`src/rtl/dcm_map_pkg.sv`:
```
package dcm_map_pkg;

   localparam int LEVEL_W = 4;

   typedef enum logic [1:0] {
      ST_IDLE  = 2'd0,
      ST_PREP  = 2'd1,
      ST_FRONT = 2'd2,
      ST_BACK  = 2'd3
   } map_state_e;

   typedef struct packed {
      logic [LEVEL_W-1:0] re;
      logic [LEVEL_W-1:0] im;
   } sym_t;

   // level for the lower-half symbol of a group
   function automatic logic [LEVEL_W-1:0] lower_level(input logic [1:0] pair);
      case (pair)
         2'b00:   lower_level = 4'hD;
         2'b01:   lower_level = 4'hF;
         2'b10:   lower_level = 4'h1;
         default: lower_level = 4'h3;
      endcase
   endfunction

   // level for the upper-half symbol of a group
   function automatic logic [LEVEL_W-1:0] upper_level(input logic [1:0] pair);
      case (pair)
         2'b00:   upper_level = 4'h1;
         2'b01:   upper_level = 4'hD;
         2'b10:   upper_level = 4'h3;
         default: upper_level = 4'hF;
      endcase
   endfunction

endpackage

```
`src/rtl/dcm_map_ctrl.sv`:
```
module dcm_map_ctrl
   import dcm_map_pkg::*;
#(
   parameter int HALF   = 50,
   parameter int BLOCKS = 6,
   localparam int SYMS  = 2 * HALF,
   localparam int CNT_W = $clog2(SYMS),
   localparam int BLK_W = (BLOCKS > 1) ? $clog2(BLOCKS) : 1
) (
   input  logic             clk,
   input  logic             rst_n,
   input  logic             start_i,
   output map_state_e       state_o,
   output logic [CNT_W-1:0] cnt_o,
   output logic [BLK_W-1:0] blk_o,
   output logic             accept_o,
   output logic             last_o
);

   map_state_e       state_q;
   logic [CNT_W-1:0] cnt_q;
   logic [BLK_W-1:0] blk_q;
   logic             front_end, back_end, final_blk;

   assign front_end = (cnt_q == CNT_W'(HALF - 1));
   assign back_end  = (cnt_q == CNT_W'(SYMS - 1));
   assign final_blk = (blk_q == BLK_W'(BLOCKS - 1));
   assign accept_o  = start_i && (state_q == ST_IDLE);
   assign last_o    = (state_q == ST_BACK) && back_end && final_blk;

   always_ff @(posedge clk) begin
      if (!rst_n) begin
         state_q <= ST_IDLE;
         cnt_q   <= '0;
         blk_q   <= '0;
      end else begin
         case (state_q)
            ST_IDLE: begin
               cnt_q <= '0;
               if (accept_o) begin
                  state_q <= ST_PREP;
                  blk_q   <= '0;
               end
            end
            ST_PREP: begin
               cnt_q   <= '0;
               state_q <= ST_FRONT;
            end
            ST_FRONT: begin
               cnt_q <= cnt_q + 1'b1;
               if (front_end) state_q <= ST_BACK;
            end
            default: begin
               if (back_end) begin
                  cnt_q <= '0;
                  if (final_blk) begin
                     state_q <= ST_IDLE;
                  end else begin
                     state_q <= ST_PREP;
                     blk_q   <= blk_q + 1'b1;
                  end
               end else begin
                  cnt_q <= cnt_q + 1'b1;
               end
            end
         endcase
      end
   end

   assign state_o = state_q;
   assign cnt_o   = cnt_q;
   assign blk_o   = blk_q;


   prep_to_front_chk: assert property (@(posedge clk) disable iff (!rst_n)
      (state_q == ST_PREP) |=> (state_q == ST_FRONT) && (cnt_q == '0));


   front_to_back_chk: assert property (@(posedge clk) disable iff (!rst_n)
      (state_q == ST_FRONT) && front_end |=> (state_q == ST_BACK) && (cnt_q == CNT_W'(HALF)));


   blk_range_chk: assert property (@(posedge clk) disable iff (!rst_n)
      (state_q != ST_IDLE) |-> (blk_q <= BLK_W'(BLOCKS - 1)));


   blk_advance_chk: assert property (@(posedge clk) disable iff (!rst_n)
      (state_q == ST_BACK) && back_end && !final_blk |=> (blk_q == $past(blk_q) + 1'b1));

endmodule

```
`src/rtl/dcm_bit_gather.sv`:
```
module dcm_bit_gather #(
   parameter int HALF   = 50,
   localparam int BB    = 4 * HALF,
   localparam int GRP_W = $clog2(HALF),
   localparam int POS_W = $clog2(BB)
) (
   input  logic [BB-1:0]    blk_bits_i,
   input  logic [GRP_W-1:0] grp_i,
   output logic [3:0]       nib_o
);

   logic [POS_W-1:0] two_k, base;

   always_comb begin
      two_k = POS_W'(grp_i) << 1;
      base  = (grp_i < GRP_W'(HALF / 2)) ? two_k : two_k + POS_W'(HALF);
      nib_o = { blk_bits_i[base],
                blk_bits_i[base + POS_W'(1)],
                blk_bits_i[base + POS_W'(HALF)],
                blk_bits_i[base + POS_W'(HALF + 1)] };
   end

endmodule

```
`src/rtl/dcm_sym_map.sv`:
```
module dcm_sym_map
   import dcm_map_pkg::*;
#(
   parameter int MAP_STYLE = 0
) (
   input  logic [3:0] nib_i,
   output sym_t       lo_o,
   output sym_t       hi_o
);

   generate
      if (MAP_STYLE == 0) begin : g_table
         always_comb begin
            lo_o.re = lower_level(nib_i[3:2]);
            lo_o.im = lower_level(nib_i[1:0]);
            hi_o.re = upper_level(nib_i[3:2]);
            hi_o.im = upper_level(nib_i[1:0]);
         end
      end else begin : g_gates
         assign lo_o.re = {~nib_i[3], ~nib_i[3], nib_i[2], 1'b1};
         assign lo_o.im = {~nib_i[1], ~nib_i[1], nib_i[0], 1'b1};
         assign hi_o.re = {nib_i[2], nib_i[2], nib_i[3], 1'b1};
         assign hi_o.im = {nib_i[0], nib_i[0], nib_i[1], 1'b1};
      end
   endgenerate

endmodule

```
`src/rtl/dcm_half_buf.sv`:
```
module dcm_half_buf #(
   parameter int DEPTH = 50,
   parameter int WIDTH = 8,
   localparam int AW   = $clog2(DEPTH)
) (
   input  logic             clk,
   input  logic             rst_n,
   input  logic             we_i,
   input  logic [AW-1:0]    waddr_i,
   input  logic [WIDTH-1:0] wdata_i,
   input  logic [AW-1:0]    raddr_i,
   output logic [WIDTH-1:0] rdata_o
);

   logic [WIDTH-1:0] mem [DEPTH];

   always_ff @(posedge clk) begin
      if (we_i) mem[waddr_i] <= wdata_i;
   end

   assign rdata_o = mem[raddr_i];


   waddr_range_chk: assert property (@(posedge clk) disable iff (!rst_n)
      we_i |-> (waddr_i <= AW'(DEPTH - 1)));


   raddr_range_chk: assert property (@(posedge clk) disable iff (!rst_n)
      raddr_i <= AW'(DEPTH - 1));

endmodule

```
`src/rtl/dcm_mapper.sv`:
```
module dcm_mapper
   import dcm_map_pkg::*;
#(
   parameter int HALF      = 50,
   parameter int BLOCKS    = 6,
   parameter int MAP_STYLE = 0,
   localparam int BB       = 4 * HALF,
   localparam int FB       = BLOCKS * BB,
   localparam int SYMS     = 2 * HALF,
   localparam int IDX_W    = $clog2(SYMS),
   localparam int GRP_W    = $clog2(HALF),
   localparam int BLK_W    = (BLOCKS > 1) ? $clog2(BLOCKS) : 1
) (
   input  logic             clk,
   input  logic             rst_n,
   input  logic             start_i,
   input  logic [FB-1:0]    frame_i,
   output logic             sym_valid_o,
   output logic [3:0]       sym_i_o,
   output logic [3:0]       sym_q_o,
   output logic [IDX_W-1:0] sym_idx_o,
   output logic             done_o
);

   generate
      if (HALF < 2 || (HALF % 2) != 0) begin : g_bad_half
         $error("HALF must be even and at least 2");
      end
      if (BLOCKS < 1) begin : g_bad_blocks
         $error("BLOCKS must be at least 1");
      end
      if (MAP_STYLE < 0 || MAP_STYLE > 1) begin : g_bad_style
         $error("MAP_STYLE must be 0 or 1");
      end
   endgenerate

   map_state_e       state;
   logic [IDX_W-1:0] cnt;
   logic [BLK_W-1:0] blk;
   logic             accept, last;
   logic [FB-1:0]    frame_q;
   logic [BB-1:0]    blk_bits;
   logic [GRP_W-1:0] grp, rd_addr;
   logic [3:0]       nib;
   sym_t             lo_sym, hi_sym, rd_sym;
   logic             in_front, in_back;

   dcm_map_ctrl #(.HALF(HALF), .BLOCKS(BLOCKS)) u_ctrl (
      .clk      (clk),
      .rst_n    (rst_n),
      .start_i  (start_i),
      .state_o  (state),
      .cnt_o    (cnt),
      .blk_o    (blk),
      .accept_o (accept),
      .last_o   (last)
   );

   always_ff @(posedge clk) begin
      if (!rst_n)      frame_q <= '0;
      else if (accept) frame_q <= frame_i;
   end

   assign in_front = (state == ST_FRONT);
   assign in_back  = (state == ST_BACK);
   assign blk_bits = frame_q[int'(blk) * BB +: BB];
   assign grp      = in_front ? GRP_W'(cnt) : '0;
   assign rd_addr  = in_back ? GRP_W'(cnt - IDX_W'(HALF)) : '0;

   dcm_bit_gather #(.HALF(HALF)) u_gather (
      .blk_bits_i (blk_bits),
      .grp_i      (grp),
      .nib_o      (nib)
   );

   dcm_sym_map #(.MAP_STYLE(MAP_STYLE)) u_map (
      .nib_i (nib),
      .lo_o  (lo_sym),
      .hi_o  (hi_sym)
   );

   dcm_half_buf #(.DEPTH(HALF), .WIDTH($bits(sym_t))) u_buf (
      .clk     (clk),
      .rst_n   (rst_n),
      .we_i    (in_front),
      .waddr_i (grp),
      .wdata_i (hi_sym),
      .raddr_i (rd_addr),
      .rdata_o (rd_sym)
   );

   always_ff @(posedge clk) begin
      if (!rst_n) begin
         sym_valid_o <= 1'b0;
         sym_i_o     <= '0;
         sym_q_o     <= '0;
         sym_idx_o   <= '0;
         done_o      <= 1'b0;
      end else begin
         sym_valid_o <= in_front || in_back;
         done_o      <= last;
         if (in_front) begin
            sym_i_o   <= lo_sym.re;
            sym_q_o   <= lo_sym.im;
            sym_idx_o <= cnt;
         end else if (in_back) begin
            sym_i_o   <= rd_sym.re;
            sym_q_o   <= rd_sym.im;
            sym_idx_o <= cnt;
         end else begin
            sym_i_o   <= '0;
            sym_q_o   <= '0;
            sym_idx_o <= '0;
         end
      end
   end


   idx_step_chk: assert property (@(posedge clk) disable iff (!rst_n)
      sym_valid_o && (sym_idx_o != IDX_W'(SYMS - 1))
      |=> sym_valid_o && (sym_idx_o == $past(sym_idx_o) + 1'b1));


   block_gap_chk: assert property (@(posedge clk) disable iff (!rst_n)
      sym_valid_o && (sym_idx_o == IDX_W'(SYMS - 1)) |=> !sym_valid_o);


   done_align_chk: assert property (@(posedge clk) disable iff (!rst_n)
      done_o |-> sym_valid_o && (sym_idx_o == IDX_W'(SYMS - 1)));


   done_pulse_chk: assert property (@(posedge clk) disable iff (!rst_n)
      done_o |=> !done_o);


   frame_hold_chk: assert property (@(posedge clk) disable iff (!rst_n)
      (state != ST_IDLE) |=> $stable(frame_q));


   level_set_chk: assert property (@(posedge clk) disable iff (!rst_n)
      sym_valid_o |-> sym_i_o[0] && (sym_i_o[3] == sym_i_o[2])
                   && sym_q_o[0] && (sym_q_o[3] == sym_q_o[2]));


   quiet_chk: assert property (@(posedge clk) disable iff (!rst_n)
      !sym_valid_o |-> (sym_i_o == '0) && (sym_q_o == '0) && (sym_idx_o == '0) && !done_o);

endmodule

```
`config.mk`:
```
export PLATFORM = sky130hd
export DESIGN_NAME = dcm_mapper
export DESIGN_NICKNAME = d
export VERILOG_FILES = /design/src/rtl/dcm_map_pkg.sv /design/src/rtl/dcm_map_ctrl.sv /design/src/rtl/dcm_bit_gather.sv /design/src/rtl/dcm_sym_map.sv /design/src/rtl/dcm_half_buf.sv /design/src/rtl/dcm_mapper.sv
export SDC_FILE = /design/constraint.sdc
export NUM_CORES = 2
export LEC_CHECK = 0
export BUFFER_PORTS_ARGS = -buffer_cell sky130_fd_sc_hd__clkbuf_2
export CAP_MARGIN = 20
export CORE_AREA = 2 2 477 479
export DETAILED_ROUTE_END_ITERATION = 10
export DIE_AREA = 0 0 479 481
export SYNTH_ARGS = -nofsm -noshare
export SYNTH_HDL_FRONTEND = slang
export SYNTH_SLANG_ARGS = --single-unit
```
`constraint.sdc`:
```
create_clock -name clk -period 15.75 [get_ports clk]
set_input_delay 2.3625 -clock clk [delete_from_list [all_inputs] [get_ports clk]]
set_output_delay 2.3625 -clock clk [all_outputs]
set_load 0.05 [all_outputs]
```
==> flow_summary.ini <==
[run_status]
outcome = finished clean

[timing]
rsz0062_at_grt = false
period_share_pct = 46.7
hold_viol = 0
post-route-min-period_ns = 7.36
finalSetupViolCount = 0
slew_headroom_pct = 6.28
max_freq_ghz = 0.136
fin_worst_skew_ns = 0.0562
worst_pin_slew_ns = 1.41
finalMaxSlewViolations = 0
fin_setup_tns_ns = 0

[power]
netSwitchingFraction_pct = 34.4
ir_drop_uv = 130
p_seq_share_pct = 40.8
pwr-share-clk_pct = 35.2
p_int_mw = 7.38
p_switching_mw = 3.87
comb_power_share_pct = 24.0
power_mw = 11.2
p_leak_nw = 29.5
powerDensity_nw_per_um2 = 140

[setup_path]
slowest_stage = ha_4
setup.worst_path.end_class = register
crit_fanout = 50
start_kind = register
cpPeakStageDelay_ns = 1.06
critPathKind = reg -> reg
path_cells = inv_1, ha_1, buf_4, and2_2, inv_1, ha_1, nand2b_1, a31oi_1, mux2_2, nand2_2, clkinv_2, ha_4, a221oi_1, a211o_1, a2111oi_0, nor3_1, o21ai_0, a21oi_1, nor3_2, buf_4
required_ns = 16.30
cp.arrival_ns = 7.91

[synthesis]
syn_nets = 8869
ys_warn_count = 0
synth_top_area_share_pct = 37.2
synthFlopType = dfxtp_1
ys_seq_elements = 1425
synthTopCellsByCount = nand2_1, dfxtp_1, a21boi_0
syn_area_sq_um = 66000
ys_types = 84
yosysSeqAreaShare_pct = 46.3
synth_edf_count = 200
avgSynthCellArea_sq_um = 8.62
netlist_instances = 7655
synth_top_area_cell = dfxtp_1
yosysMostFrequentCell = nand2_1
ys_top_cells_by_area = dfxtp_1, nand2_1, a21boi_0
async_reset_ff_share_pct = 0

[clock_tree]
clockRootBuffer = clkbuf_16
numClockSinks = 1425
cts_max_level = 4
cts.path.max_buffers = 3
clk_latency_ns = 0.86
clk_pin_slew_worst_paths_ns = 0.06
post_cts_buffers = 0
ctsHoldBuffers = 0
cts_tree = yes
cts_resized = 0
cts_buffers = 163

[grt]
grt_pass1_wl_um = 419000
track_usage_pct = 25.2
grt_max_degree = 259
grt_pass1_vias = 57770
grt.overflow.total = 0
antenna_found_initial = 145

[routing]
viasPerCell = 5.15
wl_met1_um = 128000
wl_met3_um = 22300
vias = 60265
drc = 0
wl_um = 303000
dr.max_layer_used = met5
dr.pass1.iters = 6
wl_met2_um = 136000
drt_iter0_markers = 5306
wl_per_cell_um = 25.9
postRouteAntennaNets = 0

[finish]
area_growth_pct = 21.4
nNetsFinal = 9712
regArea_sq_um = 30500
num-fill-cells = 23387
stdcell_count = 11708
layout-drive-gt1-share_pct = 20.9
finalInstanceArea_sq_um = 80000
multi_input_area_sq_um = 32700
postLayoutCoreUtil_pct = 35.5

[hold_path]
min_path_type = reg -> reg

[die]
initial_utilization_pct = 29.2
io_pins = 1220
fp-row-count = 175
die_h_um = 481
die_x_um = 479
core_area_sq_um = 226000
die-area_sq_um = 230000

[placement]
place_area_sq_um = 74300
dpl.cell_count = 11339
dpl.hpwl_um = 226000
place.gp.congestion = 0.904
io_buffers = 1219

[run]
drv_cap = 0
cell type report:
| type | count | share of cell area, % |
|---|---|---|
| diodes | 73 | 0.228 |
| flip-flops and latches | 1425 | 38.2 |
| inverters | 20 | 0.108 |
| clock buffers | 236 | 5.92 |
| multi-input cells | 5546 | 40.9 |
| clock inverters | 57 | 1.02 |
| well taps | 3009 | 4.70 |
| repair buffers | 1342 | 9.00 |
worst max-delay path, delay by kind of cell, from the launching register on:
kind / cells / cell delay (ns)
flops: 1 / 0.36
mux: 1 / 0.41
buf+inv: 5 / 1.62
simple gates: 5 / 1.24
compound gates: 6 / 1.81
fa+ha+maj: 3 / 1.50
power groups by stage:
stage,registers (mW),logic [mW],clock network (mW)
floorplan,4.54,1.70,0
global placement,4.64,2.64,0
detailed placement,4.66,2.70,0
CTS,4.58,2.71,4.03
global route,4.64,2.97,4.17
finish,4.59,2.70,3.96
state kept, by name, indices dropped and copies added (netlist names), 2 cells and up:
register / cells
frame_q: 1200
u_buf.mem: 200
sym_idx_o: 7
u_ctrl.cnt_o: 7
sym_i_o: 3
u_ctrl.blk_o: 3
sym_q_o: 2
u_ctrl.state_o: 2
cell usage in the layout (no fill, tap or decap), drive strengths merged, types with 12 or more instances in the layout:
master / instances
o2bb2ai: 28
and2: 22
clkinv: 38
o221ai: 96
nor2: 211
mux4: 99
o211ai: 22
clkbuf: 1454
a21oi: 93
a221oi: 34
nand2: 2724
nor2b: 12
o22ai: 96
a31oi: 13
edfxtp: 200
mux2: 62
buf: 124
a21boi: 1203
mux2i: 341
o21ai: 146
nor3: 54
a22oi: 26
dfxtp: 1225
nand3: 57
inv: 26
a211oi: 45
diode: 73
metrics by stage:
| stage | hold WS, ns | setup WS (ns) |
|---|---|---|
| global route | 0.481 | 8.04 |
| CTS | 0.465 | 8.45 |
| floorplan | 0.440 | 8.23 |
| finish | 0.463 | 8.39 |
| global placement | 0.450 | 8.53 |
| detailed placement | 0.456 | 8.53 |
logic make-up after synthesis:
logic type / Yosys count / synth area share, %
multiplexers: 502 / 9.62
AND/OR/NAND/NOR: 3130 / 18.4
adder cells (fa/ha/maj): 11 / 0.209
buffers and inverters: 684 / 4.40
AO/OA/AOI/OAI: 1892 / 21.0
flip-flops: 1425 / 46.3
XOR/XNOR: 11 / 0.157
worst paths after layout:
check	slack [ns]	to	cells after the start	start
max	8.39	u_buf.mem[34][3]$_DFFE_PP_	20	u_ctrl.state_o[0]$_SDFFE_PN0P_
min	0.46	frame_q[217]$_SDFFE_PN0P_	2	frame_q[217]$_SDFFE_PN0P_
max reg2reg	8.39	u_buf.mem[34][3]$_DFFE_PP_	20	u_ctrl.state_o[0]$_SDFFE_PN0P_
min reg2reg	0.46	frame_q[217]$_SDFFE_PN0P_	2	frame_q[217]$_SDFFE_PN0P_
per-layer routing:
layer | global-route usage (%) | vias to the layer above
met2 | 39.3 | 2417
met3 | 5.67 | 541
met4 | 13.2 | 44
met5 | 0 | -
met1 | 32.4 | 29316
li1 | - | 27947
No activity file was read; power rests on OpenSTA's default activity.
